`config.mk`:
```
export PLATFORM = sky130hd
export DESIGN_NAME = rip_alu
export DESIGN_NICKNAME = d
export VERILOG_FILES = /design/src/rtl/alu_pkg.sv /design/src/rtl/alu_slice.sv /design/src/rtl/alu_chain.sv /design/src/rtl/alu_flags.sv /design/src/rtl/rip_alu.sv
export SDC_FILE = /design/constraint.sdc
export NUM_CORES = 1
export LEC_CHECK = 0
export BUFFER_PORTS_ARGS = -buffer_cell sky130_fd_sc_hd__buf_2
export CAP_MARGIN = 20
export CORE_ASPECT_RATIO = 0.5
export CORE_MARGIN = 1
export CORE_UTILIZATION = 54
export DETAILED_ROUTE_END_ITERATION = 8
export GPL_TIMING_DRIVEN = 1
export PLACE_DENSITY = 0.85
export SLEW_MARGIN = 20
export SYNTH_ARGS = -nofsm -noshare
export SYNTH_HDL_FRONTEND = slang
export SYNTH_SLANG_ARGS = --single-unit
```
`constraint.sdc`:
```
create_clock -name vclk -period 16.8
set_clock_uncertainty 0.2 [all_clocks]
set_input_delay 0 -clock vclk [all_inputs]
set_output_delay 0 -clock vclk [all_outputs]
set_load 0.01 [all_outputs]
```
`src/rtl/alu_pkg.sv`:
```
package alu_pkg;

    typedef enum logic [1:0] {
        OP_AND  = 2'd0,
        OP_OR   = 2'd1,
        OP_SUM  = 2'd2,
        OP_LESS = 2'd3
    } alu_op_e;

    function automatic logic is_arith(input alu_op_e op);
        return (op == OP_SUM) || (op == OP_LESS);
    endfunction

endpackage

```
`src/rtl/alu_slice.sv`:
```
module alu_slice
    import alu_pkg::*;
(
    input  logic    a_i,
    input  logic    b_i,
    input  logic    less_i,
    input  logic    cin_i,
    input  logic    bneg_i,
    input  alu_op_e op_i,
    output logic    res_o,
    output logic    sum_o,
    output logic    cout_o
);

    logic b_eff;

    // Second operand, conditionally inverted for subtraction
    assign b_eff  = b_i ^ bneg_i;

    // Full adder
    assign sum_o  = a_i ^ b_eff ^ cin_i;
    assign cout_o = (a_i & b_eff) | (a_i & cin_i) | (b_eff & cin_i);

    always_comb begin
        unique case (op_i)
            OP_AND:  res_o = a_i & b_eff;
            OP_OR:   res_o = a_i | b_eff;
            OP_SUM:  res_o = sum_o;
            OP_LESS: res_o = less_i;
        endcase
    end

endmodule

```
`src/rtl/alu_chain.sv`:
```
module alu_chain
    import alu_pkg::*;
#(
    parameter int WIDTH = 32
) (
    input  logic [WIDTH-1:0] a_i,
    input  logic [WIDTH-1:0] b_i,
    input  logic [WIDTH-1:0] less_i,
    input  logic             bneg_i,
    input  alu_op_e          op_i,
    output logic [WIDTH-1:0] res_o,
    output logic [WIDTH-1:0] sum_o,
    output logic [WIDTH:0]   carry_o
);

    // The negate line also feeds the carry into cell 0
    assign carry_o[0] = bneg_i;

    for (genvar i = 0; i < WIDTH; i++) begin : g_cell
        alu_slice u_slice (
            .a_i    (a_i[i]),
            .b_i    (b_i[i]),
            .less_i (less_i[i]),
            .cin_i  (carry_o[i]),
            .bneg_i (bneg_i),
            .op_i   (op_i),
            .res_o  (res_o[i]),
            .sum_o  (sum_o[i]),
            .cout_o (carry_o[i+1])
        );
    end

endmodule

```
`src/rtl/alu_flags.sv`:
```
module alu_flags
    import alu_pkg::*;
#(
    parameter int WIDTH = 32
) (
    input  alu_op_e          op_i,
    input  logic [WIDTH-1:0] res_i,
    input  logic             sum_msb_i,
    input  logic             cin_top_i,
    input  logic             cout_top_i,
    output logic             set_o,
    output logic             cout_o,
    output logic             ovf_o,
    output logic             zero_o
);

    logic ovf_raw;
    logic arith;

    assign ovf_raw = cin_top_i ^ cout_top_i;
    assign arith   = is_arith(op_i);

    // Sign corrected by overflow gives the true signed comparison
    assign set_o   = sum_msb_i ^ ovf_raw;

    assign cout_o  = arith & cout_top_i;
    assign ovf_o   = arith & ovf_raw;
    assign zero_o  = ~|res_i;

endmodule

```
`src/rtl/rip_alu.sv`:
```
module rip_alu
    import alu_pkg::*;
#(
    parameter int WIDTH = 32
) (
    input  logic [1:0]       op_sel,
    input  logic             b_negate,
    input  logic [WIDTH-1:0] in_a,
    input  logic [WIDTH-1:0] in_b,
    output logic [WIDTH-1:0] result,
    output logic             carry_out,
    output logic             overflow,
    output logic             zero
);

    localparam int MSB = WIDTH - 1;

    alu_op_e          op;
    logic [WIDTH-1:0] less_vec;
    logic [WIDTH-1:0] sum_vec;
    logic [WIDTH:0]   carry_vec;
    logic             set_bit;

    assign op       = alu_op_e'(op_sel);
    assign less_vec = {{(WIDTH-1){1'b0}}, set_bit};

    alu_chain #(.WIDTH(WIDTH)) u_chain (
        .a_i     (in_a),
        .b_i     (in_b),
        .less_i  (less_vec),
        .bneg_i  (b_negate),
        .op_i    (op),
        .res_o   (result),
        .sum_o   (sum_vec),
        .carry_o (carry_vec)
    );

    alu_flags #(.WIDTH(WIDTH)) u_flags (
        .op_i       (op),
        .res_i      (result),
        .sum_msb_i  (sum_vec[MSB]),
        .cin_top_i  (carry_vec[MSB]),
        .cout_top_i (carry_vec[WIDTH]),
        .set_o      (set_bit),
        .cout_o     (carry_out),
        .ovf_o      (overflow),
        .zero_o     (zero)
    );

endmodule

```
==> Word-level counts from Yosys, hierarchy flattened <==
Cells that the tools add are included.
{ "totals": {"reg_bits": 0, "word_cells": 331, "inputBits": 67} }
{ "classes": {"reduce_logical": 4, "n_bitwise": 292, "n_mux": 32, "n_eq_ne": 3} }
{ "ops": {"columns": ["cell", "count"], "rows": [
  ["1-bit one-hot mux with 4 select lines", 32],
  ["1-bit bitwise AND", 98],
  ["1-bit XOR", 98],
  ["1-bit bitwise OR", 96],
  ["32-bit OR reduction", 1],
  ["2-bit equality test (second input constant)", 2],
  ["2-bit by 1-bit equality test with 1-bit output (second input constant)", 1],
  ["2-bit zero test", 1],
  ["1-bit zero test", 1],
  ["1-bit logical OR", 1]
]} }

==> Longest topological paths before layout <==
Gate-level depths: netlist of the first run.
{ "logic_depth": {"ltp_word": 102, "depth_mapped": 40, "ltp_nobuf": 39} }

==> By module <==
From an unflattened synthesis of the first run, not the netlist that was laid out.
{ "unflattened": {"cells_unflattened": 369, "area_unflattened_um2": 3276.9} }
{ "modules_own_cells": {"columns": ["mod", "seq_area_each_um2", "area_per_inst_um2", "cells_per_inst", "n_inst"], "rows": [
  ["alu_slice", 0.0, 98.8, 11, 32],
  ["alu_flags", 0.0, 102.6, 15, 1],
  ["alu_chain", 0.0, 7.5, 1, 1],
  ["rip_alu", 0.0, 3.8, 1, 1]
]} }

==> Worst setup path before layout of the first run <==
No wires, ideal clock.
{ "synth_path": {"path_type": "input to output", "start": "input b_negate", "end": "output zero", "slack_ns": 3.462, "required_time_ns": 16.600, "cell_stages": 40, "arrival_ns": 13.138, "path_buffers": 2, "path_cell_list": "clkbuf_1 -> buf_2 -> mux2i_1 -> fa_1 -> inv_1 -> fa_1 -> fa_1 -> fa_1 -> fa_1 -> fa_1 -> fa_1 -> fa_1 -> fa_1 -> fa_1 -> fa_1 -> fa_1 -> fa_1 -> fa_1 -> [4 not listed] -> fa_1 -> fa_1 -> fa_1 -> fa_1 -> fa_1 -> fa_1 -> fa_1 -> fa_1 -> fa_1 -> fa_1 -> fa_1 -> fa_1 -> fa_1 -> mux2i_1 -> o22ai_1 -> nor4_1 -> nand4_1 -> nor4b_2"} }
{ "synth_rtl": {"columns": ["element", "line", "source"], "rows": [
  ["start, declared", "rip_alu.sv:7", "input logic b_negate,"],
  ["1-bit XOR", "alu_slice.sv:18", "assign b_eff = b_i ^ bneg_i;"],
  ["1-bit bitwise AND", "alu_slice.sv:22", "assign cout_o = (a_i & b_eff) | (a_i & cin_i) | (b_eff & cin_i);"],
  ["1-bit bitwise OR (2 in a row)", "alu_slice.sv:22", null],
  ["1-bit bitwise AND", "alu_slice.sv:22", null],
  ["1-bit bitwise OR (2 in a row)", "alu_slice.sv:22", null],
  ["1-bit bitwise AND", "alu_slice.sv:22", null],
  ["1-bit bitwise OR (2 in a row)", "alu_slice.sv:22", null],
  ["1-bit bitwise AND", "alu_slice.sv:22", null],
  ["[78 not listed]", null, null],
  ["1-bit bitwise OR (2 in a row)", "alu_slice.sv:22", null],
  ["1-bit bitwise AND", "alu_slice.sv:22", null],
  ["1-bit bitwise OR (2 in a row)", "alu_slice.sv:22", null],
  ["1-bit XOR", "alu_slice.sv:21", "assign sum_o = a_i ^ b_eff ^ cin_i;"],
  ["1-bit one-hot mux with 4 select lines *", "alu_slice.sv:25", "unique case (op_i)"],
  ["via u_chain.g_cell[31].u_slice.res_o", "alu_slice.sv:10", "output logic res_o,"],
  ["32-bit OR reduction *", "alu_flags.sv:28", "assign zero_o = ~|res_i;"],
  ["1-bit zero test *", "alu_flags.sv:28", null],
  ["end, declared", "rip_alu.sv:13", "output logic zero"]
]} }
Mark *: on every way through the listed nets, which the timed path passes. The rest lies on a longest branch.

==> Worst setup path in the final report of the first run <==
{ "layout_path": {"start": "input b_negate", "end": "output zero"} }
{ "layout_between": {"elab_chain_len": 102} }
{ "layout_rtl": {"columns": ["element", "line", "source"], "rows": [
  ["1-bit XOR", "alu_slice.sv:18", null],
  ["1-bit bitwise AND", "alu_slice.sv:22, alu_slice.sv:26", null],
  ["1-bit bitwise OR (2 in a row)", "alu_slice.sv:22", null],
  ["1-bit bitwise AND", "alu_slice.sv:22", null],
  ["1-bit bitwise OR (2 in a row)", "alu_slice.sv:22", null],
  ["1-bit bitwise AND", "alu_slice.sv:22", null],
  ["1-bit bitwise OR (2 in a row)", "alu_slice.sv:22", null],
  ["1-bit bitwise AND", "alu_slice.sv:22", null],
  ["[81 not listed]", null, null],
  ["1-bit bitwise OR (2 in a row)", "alu_slice.sv:22", null],
  ["1-bit bitwise AND", "alu_slice.sv:22", null],
  ["1-bit bitwise OR (2 in a row)", "alu_slice.sv:22", null],
  ["1-bit XOR", "alu_flags.sv:20", "assign ovf_raw = cin_top_i ^ cout_top_i;"],
  ["1-bit XOR", "alu_flags.sv:24", "assign set_o = sum_msb_i ^ ovf_raw;"],
  ["1-bit one-hot mux with 4 select lines", "alu_slice.sv:25", null],
  ["32-bit OR reduction *", "alu_flags.sv:28", null],
  ["1-bit zero test *", "alu_flags.sv:28", null]
]} }
Every way passes the cells marked *; elsewhere a longest branch is shown, timed or not.

==> metrics.yaml, run 1 <==
routedWlPerCell_um: 13.1
rows: 18
cp.required_ns: 16.60
rsz0062_at_grt: "false"
drt_pre_antenna_iters: 4
clkbuf_count: 0
max-cap-violations: 0
synth_cell_types: 24
area_growth_pct: 9.56
layout.nets: 549
drt_iter0_drc: 79
regArea_um2: 0
dieWidth_um: 107
gp_congestion: 0.823
insertedDiodeCount: 0
synth_warnings: 0
ctsResizeCount: 0
final_cell_mix: "buf_2, inv_1, ha_1"
cp_max_fo: 15
syn_inst: 327
core_um2: 5110
clockPowerShare_pct: 0
gr-total-overflow: 0
gr-usage-met1_pct: 25.8
dr_total_vias: 2258
design.seq.count: 0
p_comb_share_pct: 100.0
end_kind: "output pin"
powerDensity_nw_per_um2: 35.9
grt.total_usage_pct: 20.8
post-route-period-util_pct: 84.8
power.static_leakage_nw: 1.92
total_power_w: 0.000117
sw_frac_of_total_pct: 56.5
layout_commonest_cell: "buf_2"
antenna_found_initial: 0
io_buffers: 102
hold_viol_final: 0
cpPeakStageDelay_ns: 0.45
period_needed_ns: 14.24
die_area_um2: 5820
routed_wl_um: 5960
placed_cell_area_um2: 3250
hp-class: "in2out"
netlist_area_um2: 2970
final_cell_area_um2: 3250
drc: 0
grt_util_met3_pct: 1.90
netSwitchingPower_w: 0.0000661
first_global_vias: 2207
postSynthNetCount: 490
internal_power_w: 0.0000508
ys_seq_area_share_pct: 0
worstSetupPathType: "in2out"
via_per_inst: 4.97
report.final.setup_viol: 0
fillCellCount: 426
multiInputGateArea_um2: 2390
worst_pin_slew_ns: 0.687
met2_usage_pct: 41.0
cts_setup_buffers: 0
slew_violations: 0
drive_above_1_share_pct: 27.9
slowest_stage: "fa_1"
start_kind: "input port"
grt_max_degree: 38
dpl.cell_count: 454
grt_pass1_wl_um: 9560
seqPwrFrac_pct: 0
antenna_left: 0
postCtsHoldBufs: 0
place_hpwl_um: 5030
finalSetupTns_ns: 0
num_io_pins: 102
arrival_ns: 14.04
avgSynthCellArea_um2: 9.08
top_usage_layer: "met2"
hold-worst-slack_ns: 0.344
crit_path_frequent_cell: "fa_1"
instances_no_fill: 454
vdd_drop_max_mv: 0.0153
fmax_ghz: 0.0702
outcome: "finished clean"
relSlewSlack_pct: 54.2
chipHeight_um: 54.4
start_util_pct: 58.1
==> layout make-up <==
type,instances,area share (%)
timing repair buffer,104,16.1
multi-input combinational,213,73.4
inverter,67,7.73
tap,70,2.69
==> power by group through the flow <==
stage	clock, W	combinational [W]	sequential [W]
2_1_floorplan	0	0.0000933	0
3_3_place_gp	0	0.000113	0
3_5_place_dp	0	0.000118	0
4_1_cts	0	0.000118	0
5_1_grt	0	0.000133	0
6_report	0	0.000117	0
==> per-stage QoR <==
stage	setup slack [ns]	util, %
detailed placement	2.55	63.7
finish	2.56	63.7
global route	2.05	63.7
floorplan	3.46	-
CTS	2.51	63.7
global placement	2.92	63.7
==> cell usage after synthesis <==
library cell | n | area [um^2]
and2_1 | 1 | 6.26
xor2_1 | 32 | 280
fa_1 | 32 | 641
or4_1 | 1 | 7.51
o22ai_2 | 1 | 12.5
nor2_1 | 1 | 3.75
nor4_1 | 5 | 31.3
buf_4 | 32 | 240
nor3_1 | 1 | 5.00
or2b_2 | 1 | 8.76
nand4_1 | 1 | 6.26
xnor2_1 | 2 | 17.5
buf_6 | 3 | 33.8
o22ai_1 | 30 | 188
nor4b_2 | 1 | 15.0
clkbuf_1 | 4 | 15.0
o21ai_0 | 2 | 10.0
buf_2 | 8 | 40.0
mux2i_1 | 33 | 330
inv_1 | 67 | 251
ha_1 | 64 | 801
nor2b_1 | 1 | 6.26
nand2_1 | 3 | 11.3
nor4b_1 | 1 | 8.76
==> logic make-up (layout without fill, tap and decap cells) <==
kind of cell	Yosys count	after routing	share of synthesized area [%]
adders and majority gates	96	96	48.5
xor gates and xnor gates	34	34	10.0
and+or+nand+nor	17	17	3.71
AOI/OAI and AO/OA	33	33	7.08
buffers and inverters	114	171	19.5
muxes	33	33	11.1
==> critical path, delay by kind of cell <==
family / cells / cell delay, ns
compound gates: 1 / 0.12
fa+ha+maj: 31 / 12.20
xor+xnor: 1 / 0.16
mux: 1 / 0.14
buf+inv: 4 / 0.70
simple gates: 3 / 0.69
==> worst paths after layout <==
kind | start | to | slack (ns) | depth (start not counted)
max | b_negate | zero | 2.56 | 41
min | in_a[30] | result[30] | 0.34 | 5
==> metal layers <==
metal | routed length [um] | up-vias | part of all wire, %
li1 | - | 1102 | -
met1 | 2640 | 1094 | 44
met2 | 2970 | 54 | 50
met3 | 288 | 8 | 4.8
met4 | 66 | 0 | 1.1
met5 | 0 | - | 0
No activity file was read; power rests on OpenSTA's default activity.
==> inputs of run 2 (changes only) <==
Clock period 16.8 ns to 14.2 ns, I/O delays scaled along.
==> metrics.yaml, run 2 (same netlist as run 1, synthesis figures left out) <==
slew_violations: 0  # unchanged
grt_pass1_wl_um: 9830  # was 9560 um
report.final.setup_viol: 0  # unchanged
final_cell_mix: "buf_2, inv_1, ha_1"  # unchanged
insertedDiodeCount: 0  # unchanged
wl_met2_um: 2900  # was 2970 um
layout_commonest_cell: "buf_2"  # unchanged
rsz0062_at_grt: "false"  # unchanged
arrival_ns: 13.61  # was 14.04 ns
final_core_util_pct: 63.7  # unchanged
routedWlPerCell_um: 13.4  # was 13.1 um
dieWidth_um: 107  # unchanged
finalSetupTns_ns: 0  # unchanged
gr-total-overflow: 0  # unchanged
design.seq.count: 0  # unchanged
met1_length_um: 2750  # was 2640 um
slowest_stage: "fa_1"  # unchanged
seqPwrFrac_pct: 0  # about the same
via_per_inst: 5.00  # was 4.97
hold_path_depth: 5  # unchanged
cpPeakStageDelay_ns: 0.43  # was 0.45 ns
drt_iter0_drc: 75  # was 79
grt_max_degree: 38  # unchanged
fmax_ghz: 0.0724
place_hpwl_um: 5120  # was 5030 um
multiInputGateArea_um2: 2400  # was 2390 um^2
cts_setup_buffers: 0  # unchanged
antenna_found_initial: 0  # unchanged
grt.total_usage_pct: 21.6  # was 20.8%
hold_viol_final: 0  # unchanged
io_buffers: 102  # unchanged
worstSetupPathType: "in2out"  # unchanged
clkbuf_count: 0  # unchanged
drt_pre_antenna_iters: 4  # unchanged
routed_wl_um: 6080  # was 5960 um
start_util_pct: 58.1  # unchanged
relSlewSlack_pct: 32.9  # was 54.2%
drive_above_1_share_pct: 28.5  # was 27.9%
sw_frac_of_total_pct: 56.5  # about the same
final_cell_area_um2: 3250  # unchanged
hp-class: "in2out"  # unchanged
max-cap-violations: 0  # unchanged
outcome: "finished clean"  # unchanged
placed_cell_area_um2: 3250  # about the same
power.static_leakage_nw: 1.92  # about the same
first_global_vias: 2177  # was 2,207
end_kind: "output pin"  # unchanged
vdd_drop_max_mv: 0.0204  # was 0.0153 mV
layout.nets: 548  # was 549
cp.required_ns: 14.00  # was 16.60 ns
internal_power_w: 0.0000608  # was 0.0000508 W
regArea_um2: 0  # unchanged
period_needed_ns: 13.81
wl_met3_um: 305  # was 288 um
cp_max_fo: 7  # was 15
antenna_left: 0  # unchanged
drc: 0  # unchanged
dpl.cell_count: 453  # was 454
min-delay-start: "in_a[15]"  # was in_a[30]
core_um2: 5110  # unchanged
rows: 18  # unchanged
instances_no_fill: 453  # was 454
post-route-period-util_pct: 97.2
num_io_pins: 102  # unchanged
chipHeight_um: 54.4  # unchanged
die_area_um2: 5820  # unchanged
area_growth_pct: 9.56  # unchanged
gp_congestion: 0.807  # was 0.823
p_comb_share_pct: 100.0  # about the same
powerDensity_nw_per_um2: 42.9  # was 35.9 nW/um^2
start_kind: "input port"  # unchanged
postCtsHoldBufs: 0  # unchanged
whs_endpoint: "result[15]"  # was result[30]
top_layer: "met4"  # unchanged
dr_total_vias: 2264  # was 2,258
fillCellCount: 452  # was 426
worst_pin_slew_ns: 1.01  # was 0.687 ns
clockPowerShare_pct: 0  # about the same
netSwitchingPower_w: 0.0000789  # was 0.0000661 W
crit_path_frequent_cell: "fa_1"  # unchanged
==> run 2: metal layers <==
| layer | GRT usage, % | vias to the layer above |
|---|---|---|
| met5 | 0 | - |
| met3 | 2.38 | 14 |
| met2 | 40.4 | 62 |
| met1 | 27.6 | 1086 |
| li1 | - | 1102 |
| met4 | 5.02 | 0 |
==> run 2: worst max path at each step <==
stage	from	endpoint	slack [ns]	depth (start not counted)
after floorplan	b_negate	zero	0.86	40
after CTS	b_negate	zero	0.19	41
after global placement	b_negate	zero	0.48	41
after global routing	b_negate	zero	0.04	41
after detailed placement	b_negate	zero	0.22	41
final	b_negate	zero	0.39	41
==> run 2: timing repair <==
item,in CTS,in global routing
hold endpoints to repair,0,0
resized for setup,0,3
endpoints found under the setup margin,0,1
==> run 2: through the flow <==
stage	setup WS, ns	power (W)	hold WS, ns
global route	0.0413	0.000159	0.385
finish	0.393	0.000140	0.352
floorplan	0.862	0.000110	0.130
CTS	0.192	0.000140	0.357
global placement	0.484	0.000134	0.340
detailed placement	0.223	0.000140	0.356
==> run 2: layout make-up <==
cell class	instances	area share (%)
timing repair buffer	103	15.9
multi-input combinational	213	73.7
tap	70	2.69
inverter	67	7.73
==> run 2: power groups by stage <==
stage	Clock [W]	Sequential, W	Combinational, W
floorplan	0	0	0.000110
finish	0	0	0.000140
CTS	0	0	0.000140
global route	0	0	0.000159
detailed placement	0	0	0.000140
global placement	0	0	0.000134
==> run 2: worst max-delay path, delay by kind of cell <==
family                     cells  cell delay (ns)
muxes                          1             0.14
buffers and inverters          4             0.48
AOI/OAI and AO/OA              1             0.12
and+or+nand+nor                3             0.66
adders and majority gates     31            12.02
xor gates and xnor gates       1             0.19
